[src/rtl/quad_dff_pkg.sv]
// Package: shared constants and the fixed preset pairing of the quad
// gated-clock flip-flop.
// Assumes: pairing is by chip symmetry, the outer bits form one group and
// the inner bits the other.
package quad_dff_pkg;

    localparam int NUM_ELEM  = 4;
    localparam int NUM_PAIRS = 2;

    // Group index of the preset that drives bit idx of an n-bit array.
    function automatic int pair_group(input int idx, input int n);
        return ((idx == 0) || (idx == n - 1)) ? 0 : 1;
    endfunction

endpackage

[src/rtl/gclk_edge_det.sv]
// Module: gclk_edge_det
// Forms the effective clock of one bit (common clock OR enable) and flags
// a rising edge of it between two consecutive system clock samples.
// Assumes: both inputs are synchronous to clk and last at least one period.
module gclk_edge_det (
    input  logic clk,
    input  logic rst_n,
    input  logic com_clk,
    input  logic en,
    output logic eff,
    output logic rise
);

    logic eff_prev;

    // Effective clock is the OR of common clock and per-bit enable.
    always_comb eff = com_clk | en;

    // Remember the previous sample of the effective clock.
    always_ff @(posedge clk) begin
        if (!rst_n) eff_prev <= 1'b0;
        else        eff_prev <= eff;
    end

    // Rising edge: HIGH now, LOW at the previous sample.
    always_comb rise = eff & ~eff_prev;

endmodule

[src/rtl/preset_router.sv]
// Module: preset_router
// Spreads the paired preset inputs onto the bits they control.
// Assumes: NUM_PAIRS is 2 and the pairing follows quad_dff_pkg::pair_group.
module preset_router
    import quad_dff_pkg::*;
#(
    parameter int N = NUM_ELEM
) (
    input  logic [NUM_PAIRS-1:0] preset_grp,
    output logic [N-1:0]         preset_bit
);

    for (genvar i = 0; i < N; i++) begin : g_route
        localparam int Grp = pair_group(i, N);
        // Each bit follows the preset of its group.
        always_comb preset_bit[i] = preset_grp[Grp];
    end

endmodule

[src/rtl/dff_cell.sv]
// Module: dff_cell
// One master/slave storage bit with overriding clear and preset.
// Assumes: eff and rise come from gclk_edge_det; clr beats preset; the
// overrides act on the outputs at once and are also written into the slave.
module dff_cell (
    input  logic clk,
    input  logic rst_n,
    input  logic eff,
    input  logic rise,
    input  logic d,
    input  logic clr,
    input  logic preset,
    output logic q,
    output logic q_n
);

    logic master;
    logic slave;

    // Master follows the data while the effective clock is LOW.
    always_ff @(posedge clk) begin
        if (!rst_n)   master <= 1'b0;
        else if (!eff) master <= d;
    end

    // Slave takes the override value, else the master on an effective edge.
    always_ff @(posedge clk) begin
        if (!rst_n)       slave <= 1'b0;
        else if (clr)     slave <= 1'b0;
        else if (preset)  slave <= 1'b1;
        else if (rise)    slave <= master;
    end

    // Outputs reflect overrides without waiting for a sample.
    always_comb begin
        if (clr)         q = 1'b0;
        else if (preset) q = 1'b1;
        else             q = slave;
        q_n = ~q;
    end

    assert_master_track_R2: assert property (@(posedge clk) disable iff (!rst_n)
        !eff |=> (master == $past(d)));

    assert_capture_R3: assert property (@(posedge clk) disable iff (!rst_n)
        (rise && !clr && !preset) |=> (slave == $past(master)));

    assert_hold_R6: assert property (@(posedge clk) disable iff (!rst_n)
        (!rise && !clr && !preset) |=> $stable(slave));

    assert_clear_stored_R7: assert property (@(posedge clk) disable iff (!rst_n)
        clr |=> !slave);

    assert_clear_wins_R9: assert property (@(posedge clk) disable iff (!rst_n)
        (clr && preset) |-> !q);

endmodule

[src/rtl/quad_gated_dff.sv]
// Module: quad_gated_dff (top)
// Four gated-clock D flip-flops with per-bit clear and paired presets.
// Assumes: all inputs are synchronous to clk; preset_a drives the outer
// bits (0 and N-1), preset_b the inner bits.
module quad_gated_dff
    import quad_dff_pkg::*;
#(
    parameter int N = NUM_ELEM
) (
    input  logic         clk,
    input  logic         rst_n,
    input  logic         com_clk,
    input  logic [N-1:0] elem_en,
    input  logic [N-1:0] din,
    input  logic [N-1:0] clr,
    input  logic         preset_a,
    input  logic         preset_b,
    output logic [N-1:0] q,
    output logic [N-1:0] q_n
);

    logic [NUM_PAIRS-1:0] preset_grp;
    logic [N-1:0]         preset_bit;
    logic [N-1:0]         eff;
    logic [N-1:0]         rise;

    // Bundle the two preset inputs by group index.
    always_comb preset_grp = {preset_b, preset_a};

    preset_router #(.N(N)) i_router (
        .preset_grp (preset_grp),
        .preset_bit (preset_bit)
    );

    for (genvar i = 0; i < N; i++) begin : g_elem
        gclk_edge_det i_edge (
            .clk     (clk),
            .rst_n   (rst_n),
            .com_clk (com_clk),
            .en      (elem_en[i]),
            .eff     (eff[i]),
            .rise    (rise[i])
        );

        dff_cell i_cell (
            .clk    (clk),
            .rst_n  (rst_n),
            .eff    (eff[i]),
            .rise   (rise[i]),
            .d      (din[i]),
            .clr    (clr[i]),
            .preset (preset_bit[i]),
            .q      (q[i]),
            .q_n    (q_n[i])
        );

        assert_pair_preset_R8: assert property (@(posedge clk) disable iff (!rst_n)
            ((pair_group(i, N) == 0 ? preset_a : preset_b) && !clr[i]) |-> q[i]);

        assert_blocked_by_enable_R5: assert property (@(posedge clk) disable iff (!rst_n)
            ($past(elem_en[i]) && elem_en[i] && !clr[i] && !preset_bit[i]) |=> $stable(q[i]));
    end

endmodule

[config.mk]
export PLATFORM = sky130hd
export DESIGN_NAME = quad_gated_dff
export DESIGN_NICKNAME = d
export VERILOG_FILES = /design/src/rtl/quad_dff_pkg.sv /design/src/rtl/gclk_edge_det.sv /design/src/rtl/preset_router.sv /design/src/rtl/dff_cell.sv /design/src/rtl/quad_gated_dff.sv
export SDC_FILE = /design/constraint.sdc
export NUM_CORES = 1
export LEC_CHECK = 0
export BUFFER_PORTS_ARGS = -buffer_cell sky130_fd_sc_hd__buf_2
export CAP_MARGIN = 40
export CORE_ASPECT_RATIO = 1.1
export CORE_MARGIN = 10
export CORE_UTILIZATION = 35
export CTS_BUF_LIST = sky130_fd_sc_hd__clkbuf_4 sky130_fd_sc_hd__clkbuf_8
export CTS_CLUSTER_DIAMETER = 40
export DETAILED_ROUTE_END_ITERATION = 7
export SYNTH_ARGS = -nofsm -noshare
export SYNTH_HDL_FRONTEND = slang
export SYNTH_SLANG_ARGS = --single-unit
[constraint.sdc]
create_clock -name clk -period 1.6 [get_ports clk]
set_clock_uncertainty 0.2 [all_clocks]
set_input_delay 0.32 -clock clk [delete_from_list [all_inputs] [get_ports clk]]
set_output_delay 0.32 -clock clk [all_outputs]
set_load 0.01 [all_outputs]
Word-level counts from Yosys, hierarchy flattened. Index checks and enable logic that the tools add are counted.

Register bits: 12. Input bits: 17. Word-level logic and storage cells: 53. Output and inout bits: 8.

Mux-type cells: 16. Reductions and logical operators: 8. Bitwise gates (word level): 17.

Operators with widths (count): $mux 1 (16); $not 1->1 (9); $reduce_bool 2->1 (4); $reduce_or 2->1 (4); $and 1x1->1 (4); $or 1x1->1 (4).

Depth between registers and ports, before layout. Gate-level depths: netlist (run 1).

Word-level depth: 4. Mapped depth: 4. Gate-level depth less buffers: 3.

By module. From an unflattened synthesis (run 1), not the netlist that was laid out.

Cell total of the unflattened synthesis: 64. Area, all modules: 585.6 um^2.

By module, submodules not included: dff_cell (area each 95.1 um^2, seq. area each 40.0 um^2, cells an instance 11, times used 4); gclk_edge_det (area each 43.8 um^2, seq. area each 20.0 um^2, cells an instance 4, times used 4); preset_router (area each 30.0 um^2, seq. area each 0.0 um^2, cells an instance 4, times used 1).

Least setup slack after synthesis (run 1). OpenSTA, ideal clock, no wires.

Path kind: input port to flip-flop. Start: input preset_a. End: register g_elem[0].i_cell.slave. Slack: 306 ps. Arrival: 977 ps. Data required time: 1283 ps. Buffers on the path: 0. Stages on the path: 2. Library setup time: 117 ps. Path through: or4_1 -> and4b_1.

Cells in the longest elaborated chain, start to end: 1. Elaborated cells on any way between the ends: 2. Those cells by class: mux: 1; reduce/logical: 1.

RTL lines: start: declaration (line quad_gated_dff.sv:16) `input logic preset_a,`; $mux 1 or $reduce_bool 2->1 (tied branches); end signal: assignment (line dff_cell.sv:31) `else if (rise) slave <= master;`; end: declaration (line dff_cell.sv:18) `logic slave;`.

Parallel ways exist; a longest one is shown, timed or not. A chain may end at the register's enable or synchronous reset.

Final worst setup path (run 1).
Start: register g_elem[1].i_cell.slave. End: output q[1].

Cells in the longest elaborated chain, start to end: 2.

RTL lines: start: declaration (line dff_cell.sv:18); start signal: assignment (line dff_cell.sv:31); $mux 1 (line dff_cell.sv:37) `else if (preset) q = 1'b1;`; $mux 1 (line dff_cell.sv:36) `if (clr) q = 1'b0;`; end: declaration (line quad_gated_dff.sv:18) `output logic [N-1:0] q,`.

Every way passes these cells.

==> results of run 1 <==
layer usage:
| metal | track usage (%) | vias to the layer above |
|---|---|---|
| met5 | 0 | - |
| met4 | 6.04 | 0 |
| met3 | 2.85 | 2 |
| met2 | 11.3 | 22 |
| met1 | 7.09 | 208 |
| li1 | - | 256 |
cell type report:
type | count | area, µm²
clock buffer | 4 | 36.3
fill | 172 | 806
inverter | 4 | 15.0
multi-input combinational | 40 | 253
sequential | 12 | 243
tap | 17 | 21.3
timing repair buffer | 28 | 165
synthesized netlist by cell type (all sizes together):
master and instances:
a21boi 4, and2b 2, and4b 3, buf 8
clkbuf 1, dfxtp 12, inv 4, nand2 4
nor2 8, nor2b 2, nor4 1, nor4bb 1
o21ai 8, or2 4, or4 3
registers in the layout (all words and copies together) (netlist names):
register and cells:
g_elem.i_cell.master 4, g_elem.i_cell.slave 4, g_elem.i_edge.eff_prev 4
logic make-up (layout without fill, tap and decap cells):
| family | Yosys count | count (layout) | synth area share, % |
|---|---|---|---|
| AOI/OAI and AO/OA | 12 | 12 | 12.6 |
| DFF | 12 | 12 | 43.1 |
| buffers and inverters | 13 | 36 | 14.2 |
| and+or+nand+nor | 28 | 28 | 30.1 |
per-stage QoR:
stage	cells	util, %	hold slack, ns	total power, mW
final	105	47.6	0.0899	0.671
after global routing	105	47.6	0.0932	0.717
after CTS	104	45.7	0.0137	0.670
after detailed placement	100	42.7	0.275	0.427
after global placement	100	42.7	0.270	0.425
after floorplan	65	-	0.196	0.394
what timing repair did:
item / CTS / global route
resized for setup: 4 / 8
hold buffers: 0 / 1
endpoints found under the hold margin: 0 / 1
endpoints found under the setup margin: 4 / 3
worst paths after layout:
| path | startpoint | end | slack [ns] |
|---|---|---|---|
| worst max-delay path | g_elem[1].i_cell.slave$_SDFFE_PP0P_ | q[1] | 0.07 |
| worst min register to register | g_elem[1].i_cell.master$_SDFFE_PN0N_ | g_elem[1].i_cell.master$_SDFFE_PN0N_ | 0.28 |
| worst min-delay path | din[0] | g_elem[0].i_cell.master$_SDFFE_PN0N_ | 0.09 |
| worst max register to register | g_elem[3].i_cell.master$_SDFFE_PN0N_ | g_elem[3].i_cell.slave$_SDFFE_PP0P_ | 0.28 |
worst max-delay path, cell delays in order (launching register included):
cell and delay (ns):
dfxtp_1 0.31, nor2_1 0.05, or2_4 0.22, inv_1 0.05, buf_2 0.12
power by group:
| part | switching [mW] | internal, mW | leakage [nW] | total (mW) |
|---|---|---|---|---|
| combinational | 0.0489 | 0.0620 | 0.235 | 0.111 |
| sequential | 0.00651 | 0.316 | 0.100 | 0.323 |
| clock | 0.0992 | 0.138 | 0.0210 | 0.237 |
cells in the final DEF, fill, tap and decap left out, types with 3 or more instances in the layout:
master	Yosys	layout
a21boi_0	4	4
and4b_1	3	3
buf_2	0	22
buf_4	8	3
clkbuf_4	0	3
dfxtp_1	12	10
nand2_1	4	4
nor2_1	8	6
o21ai_0	8	8
or2_4	0	4
or4_1	3	3
==> results_dict.tcl, run 1 <==
set metrics [dict create \
    run_status "complete, no violations" \
    met1Wirelength_um 486 \
    dr.max_layer_used "met4" \
    overflow 0 \
    syn_inst 65 \
    n_antenna_cell 0 \
    leakagePower_nw 0.356 \
    numClockSinks 12 \
    slew_headroom_pct 84.1 \
    hold_violations 0 \
    setup_viol 0 \
    synth_area_um2 557 \
    vdd_drop_max_uv 335 \
    fmax_ghz 0.654 \
    crit_fanout 2 \
    routed_wl_mm 1.24 \
    grt_max_degree 13 \
    nNetsFinal 106 \
    synth_top_area_share_pct 43.1 \
    drtIter0Drc 8 \
    vias 488 \
    ant_nets 0 \
    grt_usage_pct 7.06 \
    initial_core_util_pct 36.2 \
    cts-buffers-inserted 3 \
    gp_congestion 0.727 \
    drc 0 \
    finalCritPeriodShare_pct 95.6 \
    synth.largest_area_cell "dfxtp_1" \
    worst_slew_pin_slew_ns 0.236 \
    antenna_found_initial 0 \
    synth_area_per_cell_um2 8.57 \
    fin_ws_ns 0.0709 \
    p_per_area_nw_per_um2 915 \
    rsz0062_at_grt "no" \
    min_path_cells 3 \
    die_x_um 58.0 \
    synth_area_leaders "dfxtp_1 (43%), buf_4 (11%), o21ai_0 (7.2%), and4b_1 (5.4%), a21boi_0 (5.4%)" \
    path_clk_slew_ns 0.08 \
    coreArea_um2 1540 \
    cp_data_required_time_ns 1.08 \
    place_ws_ns 0.148 \
    synth.distinct_cells 16 \
    ys_warn_count 0 \
    portBuffers 24 \
    viasPerCell 4.65 \
    rows 15 \
    endpoint_kind "output pin" \
    hp-class "input pin to flop" \
    period_needed_ns 1.53 \
    cts_root_buf "clkbuf_4" \
    ys_seq_elements 12 \
    stdcell_area_um2 733 \
    max-cap-violations 0 \
    synth-seq-area-share_pct 43.1 \
    first_global_vias 461 \
    htreeDepth 1 \
    wl_met3_um 138 \
    area.growth.synth_to_final_pct 31.7 \
    post-cts-setup-buffers 0 \
    worstSkewPairLatency_ns 0.27 \
    path_class "flop to output pin" \
    wl_per_cell_um 11.8 \
    finalMaxSlewViolations 0 \
    crit_arrival_ns 1.01 \
    cts_max_path_buffers 2 \
    r2r_cells 2 \
    dp_hpwl_um 972 \
    wl_met2_um 590 \
    placed_area_um2 657 \
    firstDrtPassIters 4 \
    start_kind "flop" \
    synth_nets 82 \
    cts_tree "done" \
    die_h_um 61.8 \
    grt_pass1_wl_mm 1.96 \
    layout-drive-gt1-share_pct 47.7 \
    die-area_um2 3590 \
    io_pins 25 \
    fin_tns_setup_ns 0 \
]
(Power assumes the default switching activity.)
==> run 2, diff against run 1 <==
Clock period 1.6 ns to 1.3 ns, I/O delays scaled along.
==> run 2 against run 1 <==
Compared with the run above:
- the flow now finishes with violations (negative setup slack)
- routed wire length decreased by 1.3%
- core utilization increased by 2.4 points
- flip-flop and latch count unchanged
- worst setup slack got worse by 0.22 ns
- sequential share of layout area decreased by 1.1 points
- global-route usage increased by 0.066 points
- first-iteration DRC count decreased by 88%
- largest power group unchanged
- total power increased by 14%
==> results_dict.tcl, run 2 (same netlist as run 1, synthesis figures left out) <==
set metrics [dict create \
    ant_nets 0 \
    clkPwrFrac_pct 27.4 \
    critPathMaxStageDelay_ns 0.32 \
    first_global_vias 523 \
    power_uw 764 \
    r2r_end "g_elem[1].i_cell.slave$_SDFFE_PP0P_" \
    vdd_drop_max_uv 467 \
    r2r_cells 2 \
    period_needed_ns 1.45 \
    p_per_area_nw_per_um2 993 \
    swShare_pct 22.9 \
    io_pins 25 \
    finish.utilization_pct 50.0 \
    gp_congestion 0.702 \
    fmax_ghz 0.691 \
    seqPwrFrac_pct 52.1 \
    final_common_cell "buf_2" \
    r2r_start "g_elem[1].i_edge.eff_prev$_SDFF_PN0_" \
    cp_cell_sequence "nor2_1, or2_4, inv_2, buf_6" \
    cts-buffers-inserted 3 \
    routed_wl_mm 1.23 \
    vias 503 \
    path_buf_inv 2 \
    hp-start "din[0]" \
    hp-class "input pin to flop" \
    htreeDepth 1 \
    viasPerCell 4.75 \
    n_antenna_cell 0 \
    numClockSinks 12 \
    cts_root_buf "clkbuf_4" \
    cts_tree "done" \
    fin_ws_ns -0.148 \
    endpoint_kind "output pin" \
    initial_core_util_pct 36.2 \
    finalCritPeriodShare_pct 111 \
    drc 0 \
    drtIter0Drc 1 \
    grt_max_degree 13 \
    nNetsFinal 108 \
    failed_checks "negative setup slack" \
    min_path_cells 3 \
    cp_slowest_cell "dfxtp_1" \
    leakagePower_nw 0.367 \
    grt_pass1_wl_mm 2.06 \
    rows 15 \
    worstSkewPairLatency_ns 0.25 \
    path_class "flop to output pin" \
    fin_cells 106 \
    grt_usage_pct 7.12 \
    coreArea_um2 1540 \
    p_switching_uw 175 \
    slew_headroom_pct 83.1 \
    layout_common_cells "buf_2 (17), o21ai_0 (8), dfxtp_1 (7), buf_6 (7), nor2_1 (6)" \
    overflow 0 \
    antenna_found_initial 0 \
    worst_slew_pin_slew_ns 0.253 \
    fillCellCount 157 \
    dp_hpwl_mm 1.01 \
    rrSetupSlack_ns 0 \
    wl_per_cell_um 11.6 \
    setup_viol 8 \
    comb_power_share_pct 20.5 \
    path_clk_slew_ns 0.07 \
    run_status "finished, violations left" \
    finalMaxSlewViolations 0 \
    hold_violations 0 \
    max-cap-violations 0 \
    die_h_um 61.8 \
    start_kind "flop" \
    crit_arrival_ns 0.99 \
    hold_end "g_elem[0].i_cell.master$_SDFFE_PN0N_" \
    area.growth.synth_to_final_pct 38.2 \
    crit_family "flip-flops" \
    die_x_um 58.0 \
    layout-drive-gt1-share_pct 53.9 \
    die-area_um2 3590 \
    portBuffers 24 \
    reg.largest.list "g_elem.i_cell.master (4), g_elem.i_cell.slave (4), g_elem.i_edge.eff_prev (4)" \
    intPower_uw 589 \
    rsz0062_at_grt "yes" \
    firstDrtPassIters 2 \
    post-cts-setup-buffers 0 \
    cp_data_required_time_ns 0.84 \
    dpl.cell_count 102 \
    crit_fanout 2 \
    cts_max_path_buffers 2 \
]
-- run 2: final cells by class --
cell class / instances / area [µm²] / area share (%)
Clock buffer: 3 / 22.5 / 2.93
Inverter: 4 / 15.0 / 1.95
Timing Repair Buffer: 30 / 211 / 27.5
Tap cell: 17 / 21.3 / 2.76
Multi-Input combinational cell: 40 / 253 / 32.8
Sequential cell: 12 / 246 / 32.0
-- run 2: worst min-delay path, delay by kind of cell --
family / cells / cell delay [ns]
AND/OR/NAND/NOR: 1 / 0.04
AO/OA/AOI/OAI: 1 / 0.06
buffers and inverters: 1 / 0.09
-- run 2: per-stage QoR --
stage                     cell area, µm²  setup WS (ns)  hold WS [ns]  setup TNS [ns]
after floorplan                      557         0.0321         0.136               0
after global placement               672        -0.0706         0.237          -0.284
after detailed placement             672        -0.0845         0.249          -0.422
after CTS                            762         -0.155        0.0345           -1.20
after global routing                 769         -0.202        0.0404           -1.58
final                                769         -0.148        0.0400           -1.10
-- run 2: what timing repair did --
action,4_1_cts,5_1_grt
pin swaps,6,1
hold endpoints to repair,1,0
gates resized for setup,20,2
endpoints found under the setup margin,11,11
hold buffers,1,0
-- run 2: routing by layer --
layer	vias to the layer above	global-route usage, %	share of wire, %
met5	-	0	0
met4	0	4.03	2.3
met2	12	12.7	49
li1	263	-	-
met3	2	2.24	5.6
met1	226	7.27	43
-- run 2: worst max-delay path by stage --
| stage | startpoint | end | slack (ns) | cells after the start |
|---|---|---|---|---|
| global placement | preset_a | g_elem[0].i_cell.slave$_SDFFE_PP0P_ | -0.07 | 3 |
| floorplan | g_elem[3].i_cell.master$_SDFFE_PN0N_ | g_elem[3].i_cell.slave$_SDFFE_PP0P_ | 0.03 | 2 |
| finish | g_elem[0].i_cell.slave$_SDFFE_PP0P_ | q[0] | -0.15 | 4 |
| global route | g_elem[0].i_cell.slave$_SDFFE_PP0P_ | q[0] | -0.20 | 4 |
| CTS | g_elem[0].i_cell.slave$_SDFFE_PP0P_ | q_n[0] | -0.16 | 3 |
| detailed placement | com_clk | g_elem[3].i_cell.slave$_SDFFE_PP0P_ | -0.08 | 4 |
-- run 2: power groups by stage --
stage / Clock (mW) / Sequential (mW) / Combinational (mW)
floorplan: 0 / 0.403 / 0.0827
finish: 0.210 / 0.398 / 0.156
CTS: 0.221 / 0.398 / 0.156
global placement: 0 / 0.404 / 0.124
global route: 0.242 / 0.400 / 0.175
detailed placement: 0 / 0.405 / 0.127
==> run 3, diff against run 2 <==
Settings changed: CELL_PAD_IN_SITES_DETAIL_PLACEMENT set to 1, CELL_PAD_IN_SITES_GLOBAL_PLACEMENT set to 1, CORE_UTILIZATION 35 to 30, PLACE_DENSITY_LB_ADDON set to 0.1.
==> run 3 against run 2 <==
Compared with the run above:
- the flow still finishes with violations (negative setup slack)
- clock power up 9%
- global-route usage up 1.2 points
- die area up 11%
- total power up 3.2%
- critical endpoint unchanged
- core utilization down 6.7 points
- cell area up 0.16%
- non-clock buffer count down 1
- sequential share of layout area up 0.11 points
- count of clock-buffer cells in the layout unchanged
- worst hold slack worse by 0.0078 ns
- first-iteration DRC count rose to 8.0 times the previous value
- combinational power up 3%
==> results_dict.tcl, run 3 (same netlist as run 1, synthesis figures left out) <==
set metrics [dict create \
    run_status "finished, violations left" \
    failed_checks "negative setup slack" \
    hold_violations 0 \
    fmax_ghz 0.680 \
    reg.largest.list "g_elem.i_cell.master (4), g_elem.i_cell.slave (4), g_elem.i_edge.eff_prev (4)" \
    n_antenna_cell 0 \
    antenna_found_initial 0 \
    drc 0 \
    crit_arrival_ns 1.01 \
    finalCritPeriodShare_pct 113 \
    setup_viol 10 \
    slew_headroom_pct 83.6 \
    rsz0062_at_grt "yes" \
    viasPerCell 4.78 \
    area.growth.synth_to_final_pct 38.4 \
    portBuffers 24 \
    post-cts-setup-buffers 0 \
    layout-drive-gt1-share_pct 56.8 \
    htreeDepth 1 \
    cts-buffers-inserted 3 \
    grt_max_degree 13 \
    leakagePower_nw 0.362 \
    place_ws_ns -0.114 \
    layout_common_cells "buf_2 (17), o21ai_0 (8), buf_6 (7), dfxtp_1 (6), dfxtp_2 (6)" \
    ant_nets 0 \
    grt_usage_pct 8.31 \
    finalMaxSlewViolations 0 \
    io_pins 25 \
    coreArea_um2 1780 \
    first_global_vias 591 \
    endpoint_kind "output pin" \
    start_kind "flop" \
    initial_core_util_pct 31.2 \
    grt_pass1_wl_mm 2.53 \
    die_h_um 65.2 \
    period_needed_ns 1.47 \
    fin_ws_ns -0.171 \
    gp_congestion 0.645 \
    drtIter0Drc 8 \
    whs_ns 0.0322 \
    cp_data_required_time_ns 0.84 \
    cts_root_buf "clkbuf_4" \
    crit_fanout 2 \
    rows 16 \
    cts_max_path_buffers 2 \
    wl_per_cell_um 13.7 \
    die-area_um2 3980 \
    overflow 0 \
    worstSkewPairLatency_ns 0.27 \
    final_common_cell "buf_2" \
    nNetsFinal 107 \
    numClockSinks 12 \
    routed_wl_mm 1.46 \
    fillCellCount 231 \
    vdd_drop_max_uv 558 \
    vias 507 \
    p_per_area_nw_per_um2 1020 \
    max-cap-violations 0 \
    cts_tree "done" \
    worst_slew_pin_slew_ns 0.245 \
    firstDrtPassIters 4 \
    dp_hpwl_mm 1.17 \
    die_x_um 61.1 \
    path_class "flop to output pin" \
    hp-class "input pin to flop" \
    path_clk_slew_ns 0.07 \
]
[run 3: cell count changes in the layout (fill, tap and decap cells not counted)]
cell	delta
buf_4	-1
dfxtp_1	-1
dfxtp_2	+1
nor2_1	-1
nor2_2	+1
or4_1	-1
or4_4	+1
[run 3: area by class of cell]
| type | instances | area (µm²) | area share (%) |
|---|---|---|---|
| inverters | 4 | 15.0 | 1.95 |
| clock buffers | 3 | 22.5 | 2.92 |
| repair buffers | 29 | 204 | 26.5 |
| well taps | 18 | 22.5 | 2.92 |
| multi-input cells | 40 | 259 | 33.6 |
| flip-flops and latches | 12 | 248 | 32.1 |
[run 3: where the power goes]
group / switching [mW] / internal, mW
registers: 0.00861 / 0.391
logic: 0.0675 / 0.0924
clock network: 0.122 / 0.107
total: 0.198 / 0.591
[run 3: final timing paths]
kind	start	to	slack [ns]	cells after the start
worst max-delay path	g_elem[0].i_cell.slave$_SDFFE_PP0P_	q[0]	-0.17	4
worst min-delay path	din[1]	g_elem[1].i_cell.master$_SDFFE_PN0N_	0.03	3
worst max register to register	g_elem[1].i_cell.master$_SDFFE_PN0N_	g_elem[1].i_cell.slave$_SDFFE_PP0P_	-0.02	2
worst min register to register	g_elem[3].i_cell.master$_SDFFE_PN0N_	g_elem[3].i_cell.master$_SDFFE_PN0N_	0.28	2
[run 3: per-stage QoR]
stage                     TNS, ns  cells  power, mW  area, µm²  util (%)
final                       -1.26    106      0.789        771      43.3
after global routing        -1.83    106      0.852        771      43.3
after CTS                   -1.43    106      0.797        749      42.1
after detailed placement   -0.582    102      0.533        666      37.4
after global placement     -0.402    102      0.529        666      37.4
after floorplan                 0     65      0.485        557         -
[run 3: repair_timing]
action / CTS / global route
endpoints found under the setup margin: 11 / 11
endpoints found under the hold margin: 1 / 0
pin swaps: 6 / 2
hold buffers: 1 / 0
gates cloned: 0 / 0
gates resized for setup: 16 / 9
[run 3: worst max-delay path, cell delays in order, from the launching register on]
cell and delay, ns:
dfxtp_2 0.32, nor2_2 0.04, or2_4 0.23, inv_2 0.05
buf_6 0.09
[run 3: per-layer routing]
metal / routed length (µm) / vias to the layer above / GRT usage (%)
met1: 587 / 230 / 8.11
met3: 135 / 4 / 5.00
met2: 711 / 14 / 13.7
met5: 0 / - / 0
met4: 20 / 0 / 3.43
li1: - / 259 / -
